## config.mk

```make
export PLATFORM = sky130hd
export DESIGN_NAME = pulse_mod_top
export DESIGN_NICKNAME = d
export VERILOG_FILES = /design/src/rtl/pulse_mod_pkg.sv /design/src/rtl/pulse_mod_ctrl.sv /design/src/rtl/pulse_mod_dp.sv /design/src/rtl/pulse_mod_top.sv
export SDC_FILE = /design/constraint.sdc
export NUM_CORES = 1
export LEC_CHECK = 0
export ABC_AREA = 0
export BUFFER_PORTS_ARGS = -buffer_cell sky130_fd_sc_hd__buf_2
export CAP_MARGIN = 25
export CORE_ASPECT_RATIO = 0.9
export CORE_MARGIN = 1.5
export CORE_UTILIZATION = 45
export DETAILED_ROUTE_END_ITERATION = 10
export PLACE_DENSITY_LB_ADDON = 0.08
export SKIP_CTS_REPAIR_TIMING = 1
export SYNTH_ARGS = -nofsm -noshare
export SYNTH_HDL_FRONTEND = slang
export SYNTH_SLANG_ARGS = --single-unit
export TNS_END_PERCENT = 5
```

## constraint.sdc

```tcl
create_clock -name clk -period 5.1 [get_ports clk]
set_input_delay 0.51 -clock clk [delete_from_list [all_inputs] [get_ports clk]]
set_output_delay 0.51 -clock clk [all_outputs]
set_load 0.01 [all_outputs]
```

## src/rtl/pulse_mod_pkg.sv

```systemverilog
package pulse_mod_pkg;

  localparam int DATA_W = 32;
  localparam int ADDR_W = 5;
  localparam int PRE_W  = 12;
  localparam int LP_N   = 4;

  localparam logic [ADDR_W-1:0] CTRL_OFF   = 5'h00;
  localparam logic [ADDR_W-1:0] SAMPLE_OFF = 5'h0C;
  localparam logic [ADDR_W-1:0] PERIOD_OFF = 5'h10;

  localparam int EN_BIT  = 0;
  localparam int PRE_LSB = 4;
  localparam int SRC_LSB = 16;
  localparam int LP_LSB  = 22;

  typedef enum logic [1:0] {
    SRC_NONE     = 2'd0,
    SRC_BUS      = 2'd1,
    SRC_BUS_FAST = 2'd2,
    SRC_SLOW     = 2'd3
  } srcSel_t;

  // Strobes from control to datapath
  typedef struct packed {
    logic run;      // block enabled
    logic advance;  // one source tick, not frozen
  } pwmStrobe_t;

endpackage

```

## src/rtl/pulse_mod_ctrl.sv

```systemverilog
module pulse_mod_ctrl
  import pulse_mod_pkg::*;
#(
  parameter int CNT_W = 16
) (
  input  logic              clk,
  input  logic              rstN,
  input  logic              wrEn,
  input  logic [ADDR_W-1:0] addr,
  input  logic [DATA_W-1:0] wrData,
  output logic [DATA_W-1:0] rdData,
  input  logic              lowTick,
  input  logic [LP_N-1:0]   lowPwrReq,
  output pwmStrobe_t        strobe,
  output logic [PRE_W-1:0]  preDiv,
  output logic [CNT_W-1:0]  nextSample,
  output logic [CNT_W-1:0]  nextPeriod
);

  logic             enQ;
  logic [PRE_W-1:0] preQ;
  srcSel_t          srcQ;
  logic [LP_N-1:0]  keepQ;
  logic [CNT_W-1:0] sampleQ;
  logic [CNT_W-1:0] periodQ;

  logic wrCtrl, wrSample, wrPeriod;
  logic srcTick;
  logic frozen;
  logic [DATA_W-1:0] ctrlView;
  logic unusedBits;

  assign wrCtrl   = wrEn && (addr == CTRL_OFF);
  assign wrSample = wrEn && (addr == SAMPLE_OFF);
  assign wrPeriod = wrEn && (addr == PERIOD_OFF);

  assign unusedBits = ^{wrData[DATA_W-1:LP_LSB+LP_N], wrData[LP_LSB-1:SRC_LSB+2],
                        wrData[PRE_LSB-1:EN_BIT+1]};

  always_ff @(posedge clk or negedge rstN) begin
    if (!rstN) begin
      enQ     <= 1'b0;
      preQ    <= '0;
      srcQ    <= SRC_NONE;
      keepQ   <= '0;
      sampleQ <= '0;
      periodQ <= '0;
    end else begin
      if (wrCtrl) begin
        enQ   <= wrData[EN_BIT];
        preQ  <= wrData[PRE_LSB +: PRE_W];
        srcQ  <= srcSel_t'(wrData[SRC_LSB +: 2]);
        keepQ <= wrData[LP_LSB +: LP_N];
      end
      if (wrSample) sampleQ <= wrData[CNT_W-1:0];
      if (wrPeriod) periodQ <= wrData[CNT_W-1:0];
    end
  end

  // Pending values seen by the shadow load, with write bypass
  assign nextSample = wrSample ? wrData[CNT_W-1:0] : sampleQ;
  assign nextPeriod = wrPeriod ? wrData[CNT_W-1:0] : periodQ;
  assign preDiv     = preQ;

  always_comb begin
    case (srcQ)
      SRC_BUS, SRC_BUS_FAST: srcTick = 1'b1;
      SRC_SLOW:              srcTick = lowTick;
      default:               srcTick = 1'b0;
    endcase
  end

  // Request bit i is stop/doze/wait/debug for i = 3..0
  assign frozen = |(lowPwrReq & ~keepQ);

  assign strobe.run     = enQ;
  assign strobe.advance = enQ && srcTick && !frozen;

  always_comb begin
    ctrlView = '0;
    ctrlView[EN_BIT]             = enQ;
    ctrlView[PRE_LSB +: PRE_W]   = preQ;
    ctrlView[SRC_LSB +: 2]       = srcQ;
    ctrlView[LP_LSB +: LP_N]     = keepQ;
  end

  always_comb begin
    case (addr)
      CTRL_OFF:   rdData = ctrlView;
      SAMPLE_OFF: rdData = DATA_W'(sampleQ);
      PERIOD_OFF: rdData = DATA_W'(periodQ);
      default:    rdData = '0;
    endcase
  end

  assert_wr_sample_R2: assert property (@(posedge clk) disable iff (!rstN)
    wrSample |=> (rdData == DATA_W'($past(wrData[CNT_W-1:0])) || addr != SAMPLE_OFF));

  assert_ctrl_zero_off_R7: assert property (@(posedge clk) disable iff (!rstN)
    (wrCtrl && wrData == '0) |=> !strobe.run && !strobe.advance);

endmodule

```

## src/rtl/pulse_mod_dp.sv

```systemverilog
module pulse_mod_dp
  import pulse_mod_pkg::*;
#(
  parameter int CNT_W = 16
) (
  input  logic             clk,
  input  logic             rstN,
  input  pwmStrobe_t       strobe,
  input  logic [PRE_W-1:0] preDiv,
  input  logic [CNT_W-1:0] nextSample,
  input  logic [CNT_W-1:0] nextPeriod,
  output logic             pwmOut
);

  localparam int CW1 = CNT_W + 1;

  logic [PRE_W-1:0] preCntQ;
  logic [CW1-1:0]   cntQ;
  logic [CNT_W-1:0] actSampleQ;
  logic [CNT_W-1:0] actPeriodQ;
  logic             outQ;

  logic [CW1-1:0] cntTop;
  logic           stepEn;
  logic           wrapHit;
  logic           belowSample;

  assign cntTop      = {1'b0, actPeriodQ} + CW1'(1);
  assign stepEn      = strobe.advance && (preCntQ == preDiv);
  assign wrapHit     = (cntQ == cntTop);
  assign belowSample = (cntQ < {1'b0, actSampleQ});

  always_ff @(posedge clk or negedge rstN) begin
    if (!rstN) begin
      preCntQ    <= '0;
      cntQ       <= '0;
      actSampleQ <= '0;
      actPeriodQ <= '0;
      outQ       <= 1'b0;
    end else if (!strobe.run) begin
      preCntQ    <= '0;
      cntQ       <= '0;
      actSampleQ <= nextSample;
      actPeriodQ <= nextPeriod;
      outQ       <= 1'b0;
    end else if (strobe.advance) begin
      outQ <= belowSample;
      if (stepEn) begin
        preCntQ <= '0;
        if (wrapHit) begin
          cntQ       <= '0;
          actSampleQ <= nextSample;
          actPeriodQ <= nextPeriod;
        end else begin
          cntQ <= cntQ + CW1'(1);
        end
      end else begin
        preCntQ <= preCntQ + PRE_W'(1);
      end
    end
  end

  assign pwmOut = outQ;

  assert_off_low_R7: assert property (@(posedge clk) disable iff (!rstN)
    !strobe.run |=> (!pwmOut && cntQ == '0 && preCntQ == '0));

  assert_cnt_bound_R3: assert property (@(posedge clk) disable iff (!rstN)
    strobe.run |-> cntQ <= cntTop);

  assert_shadow_hold_R6: assert property (@(posedge clk) disable iff (!rstN)
    cntQ != '0 |-> ($stable(actSampleQ) && $stable(actPeriodQ)));

  assert_freeze_R9: assert property (@(posedge clk) disable iff (!rstN)
    (strobe.run && !strobe.advance) |=> ($stable(cntQ) && $stable(pwmOut) && $stable(preCntQ)));

endmodule

```

## src/rtl/pulse_mod_top.sv

```systemverilog
module pulse_mod_top
  import pulse_mod_pkg::*;
#(
  parameter int CNT_W = 16
) (
  input  logic              clk,
  input  logic              rstN,
  input  logic              wrEn,
  input  logic [ADDR_W-1:0] addr,
  input  logic [DATA_W-1:0] wrData,
  output logic [DATA_W-1:0] rdData,
  input  logic              lowTick,
  input  logic [LP_N-1:0]   lowPwrReq,
  output logic              pwmOut
);

  pwmStrobe_t       strobe;
  logic [PRE_W-1:0] preDiv;
  logic [CNT_W-1:0] nextSample;
  logic [CNT_W-1:0] nextPeriod;

  pulse_mod_ctrl #(.CNT_W(CNT_W)) uCtrl (
    .clk        (clk),
    .rstN       (rstN),
    .wrEn       (wrEn),
    .addr       (addr),
    .wrData     (wrData),
    .rdData     (rdData),
    .lowTick    (lowTick),
    .lowPwrReq  (lowPwrReq),
    .strobe     (strobe),
    .preDiv     (preDiv),
    .nextSample (nextSample),
    .nextPeriod (nextPeriod)
  );

  pulse_mod_dp #(.CNT_W(CNT_W)) uDp (
    .clk        (clk),
    .rstN       (rstN),
    .strobe     (strobe),
    .preDiv     (preDiv),
    .nextSample (nextSample),
    .nextPeriod (nextPeriod),
    .pwmOut     (pwmOut)
  );

endmodule

```

==> metrics.yaml <==
logic_synthesis:
  netlist_instances: 587
  synth.distinct_cells: 64
  yosys_warnings: 0
  synthTopCellsByArea: "dfrtp_1, mux2_2, mux2_4"
  synthFlopType: "dfrtp_1"
  synth_top_cell_area_share: 0.4409
  syn_area_um2: 6414
  ys_ff_latch: 113
  synthArstFlopShare: 1.000
  synth_area_leader_cell: "dfrtp_1"
  ys_seq_area_frac: 0.4409
  syn_area_per_cell_um2: 10.93
  synth_edf_count: 0
sta:
  setup_viol: 0
  fin_skew_ns: 0.01357
  layout_min_cycle_time_ns: 3.785
  clock.fmax_ghz: 0.2642
  final_hold_viol_count: 0
  min_period_over_period: 0.7421
  rsz0062_at_grt: "false"
  tightest_slew_ns: 1.010
  maxSlewHeadroom: 0.3207
  layout_setup_ws_ns: 1.315
  slew_violations: 0
  whs_ns: 0.3336
  finalSetupTns_ns: 0
clock_tree:
  worst_skew_pair.late_latency_ns: 0.41
  cts-root-buf: "clkbuf_16"
  clkSinkCount: 113
  cts_tree: "yes"
  cts.clk_slew.worst_paths_ns: 0.05
  cts_buffer_depth: 2
  h-tree-depth: 4
  numCtsBuffers: 17
cells_and_area:
  layout-drive-gt1-share: 0.2807
  final_common_cell: "dfrtp_1"
  areaGrowthSynthToFinish_pct: 15.92
  layout_common_cells: "dfrtp_1, mux2_2, buf_2"
  antenna_cells: 0
  nets: 712
  final_core_util: 0.5328
detailed_routing:
  wl_per_cell_um: 18.00
  vias: 4684
  first_iter_violations: 196
  drc: 0
  vias_per_cell: 5.498
  ant_nets: 0
  wl_mm: 15.34
  dr.pass1.iters: 6
setup_path:
  rrSetupSlack_ns: 1.32
  path_class: "reg2reg"
  cp-end-kind: "flop"
  cp_max_fo: 28
  arrival_ns: 4.08
  required_ns: 5.40
  startpoint_type: "flop"
global_routing:
  grt_start_max_net_pins: 82
  grt_pass1_wl_mm: 24.94
  grt_use_total: 0.2217
  first_global_vias: 4766
  grt_overflow: 0
  antenna_found_initial: 0
run:
  maxCapViolations: 0
floorplan:
  core-area_um2: 13950
  pin_count: 78
  std_cell_rows: 41
  die_y_um: 116.3
  die_w_um: 128.8
  die_area_um2: 14980
  start_util: 0.4596
power_and_ir_drop:
  leakagePower_nw: 3.468
  p_per_area_nw_per_um2: 395.1
  peakVddDrop_v: 0.0002536
place:
  dpl.hpwl_mm: 10.97
  gp_congestion: 0.8730
  place_ws_ns: 1.324
  portBuffers: 57
hold_path:
  hold_class: "in2reg"
outcome:
  outcome: "completed"
[worst paths after layout]
kind                            depth (start not counted)                 end            from
worst max-delay path                                    6  uDp.actSampleQ[15]       uCtrl.enQ
worst min-delay path                                    2      uCtrl.keepQ[2]      wrData[24]
worst max register to register                          6  uDp.actSampleQ[15]       uCtrl.enQ
worst min register to register                          1      uCtrl.keepQ[2]  uCtrl.keepQ[2]
max in group asynchronous                               4    uCtrl.sampleQ[2]            rstN
min in group asynchronous                               2      uDp.preCntQ[9]            rstN
[final cells by class]
cell class / instances / area [um2]
Sequential cell: 113 / 2828
Clock inverter: 6 / 80.08
Clock buffer: 25 / 485.5
Tap cell: 193 / 241.5
Inverter: 26 / 97.59
Timing Repair Buffer: 64 / 362.8
Fill cell: 1270 / 6519
Multi-Input combinational cell: 425 / 3339
[report_power, final]
part / total [W] / leakage [nW] / switching (W) / internal [W]
registers: 0.00121 / 1.48 / 0.000156 / 0.00105
clock network: 0.00113 / 0.281 / 0.000381 / 0.000750
logic: 0.000598 / 1.71 / 0.000288 / 0.000311
total: 0.00294 / 3.47 / 0.000824 / 0.00211
[state kept, by name, indices dropped and copies added (netlist names)]
signal,flops
uCtrl.preDiv,12
uDp.pwmOut,1
uDp.preCntQ,12
uCtrl.enQ,1
uCtrl.srcQ,2
uCtrl.periodQ,16
uCtrl.sampleQ,16
uDp.actSampleQ,16
uDp.cntQ,17
uCtrl.keepQ,4
uDp.actPeriodQ,16
[cells in the mapped netlist, types with 5 or more instances]
library cell / n
dfrtp_1: 113
mux2_2: 56
nand2_1: 33
nor2_1: 32
o21ai_0: 27
xnor2_1: 27
inv_1: 26
ha_1: 20
mux2_4: 20
xor2_1: 20
nand3_1: 19
nand4_1: 19
a21oi_1: 15
nor3_1: 15
mux2i_1: 14
clkbuf_1: 13
buf_4: 11
a21o_1: 7
mux2_1: 7
nor4_1: 7
and3_1: 6
nor2b_1: 6
or3_1: 5
[cells by family after synthesis]
group,count (synthesis),synth area share
adder cells (fa/ha/maj),20,0.03902
AO/OA/AOI/OAI,79,0.08545
flip-flops,113,0.4409
AND/OR/NAND/NOR,172,0.1459
buffers and inverters,58,0.04467
other,1,0.0005847
XOR/XNOR,47,0.06418
multiplexers,97,0.1793
[metrics by stage]
| stage | cells | area [um2] | power [W] |
|---|---|---|---|
| detailed placement | 819 | 6832 | 0.001817 |
| finish | 852 | 7435 | 0.002937 |
| floorplan | 596 | 6447 | 0.001645 |
| CTS | 850 | 7397 | 0.002970 |
| global route | 852 | 7435 | 0.003094 |
| global placement | 819 | 6832 | 0.001795 |
[critical path, stage by stage, from the launching register on]
cell and delay [ns]:
dfrtp_1 0.86, nor4b_1 0.78, nand3_1 0.38, or2_2 0.43
o41ai_4 0.35, buf_4 0.46, mux2_2 0.38
[metal layers]
layer | track usage | wire (um) | vias up
met3 | 0.04489 | 572 | 17
met4 | 0.08315 | 242 | 0
li1 | - | - | 2217
met5 | 0 | 0 | -
met2 | 0.3554 | 7197 | 87
met1 | 0.2990 | 7326 | 2363
Power figures use the tool's default switching activity.
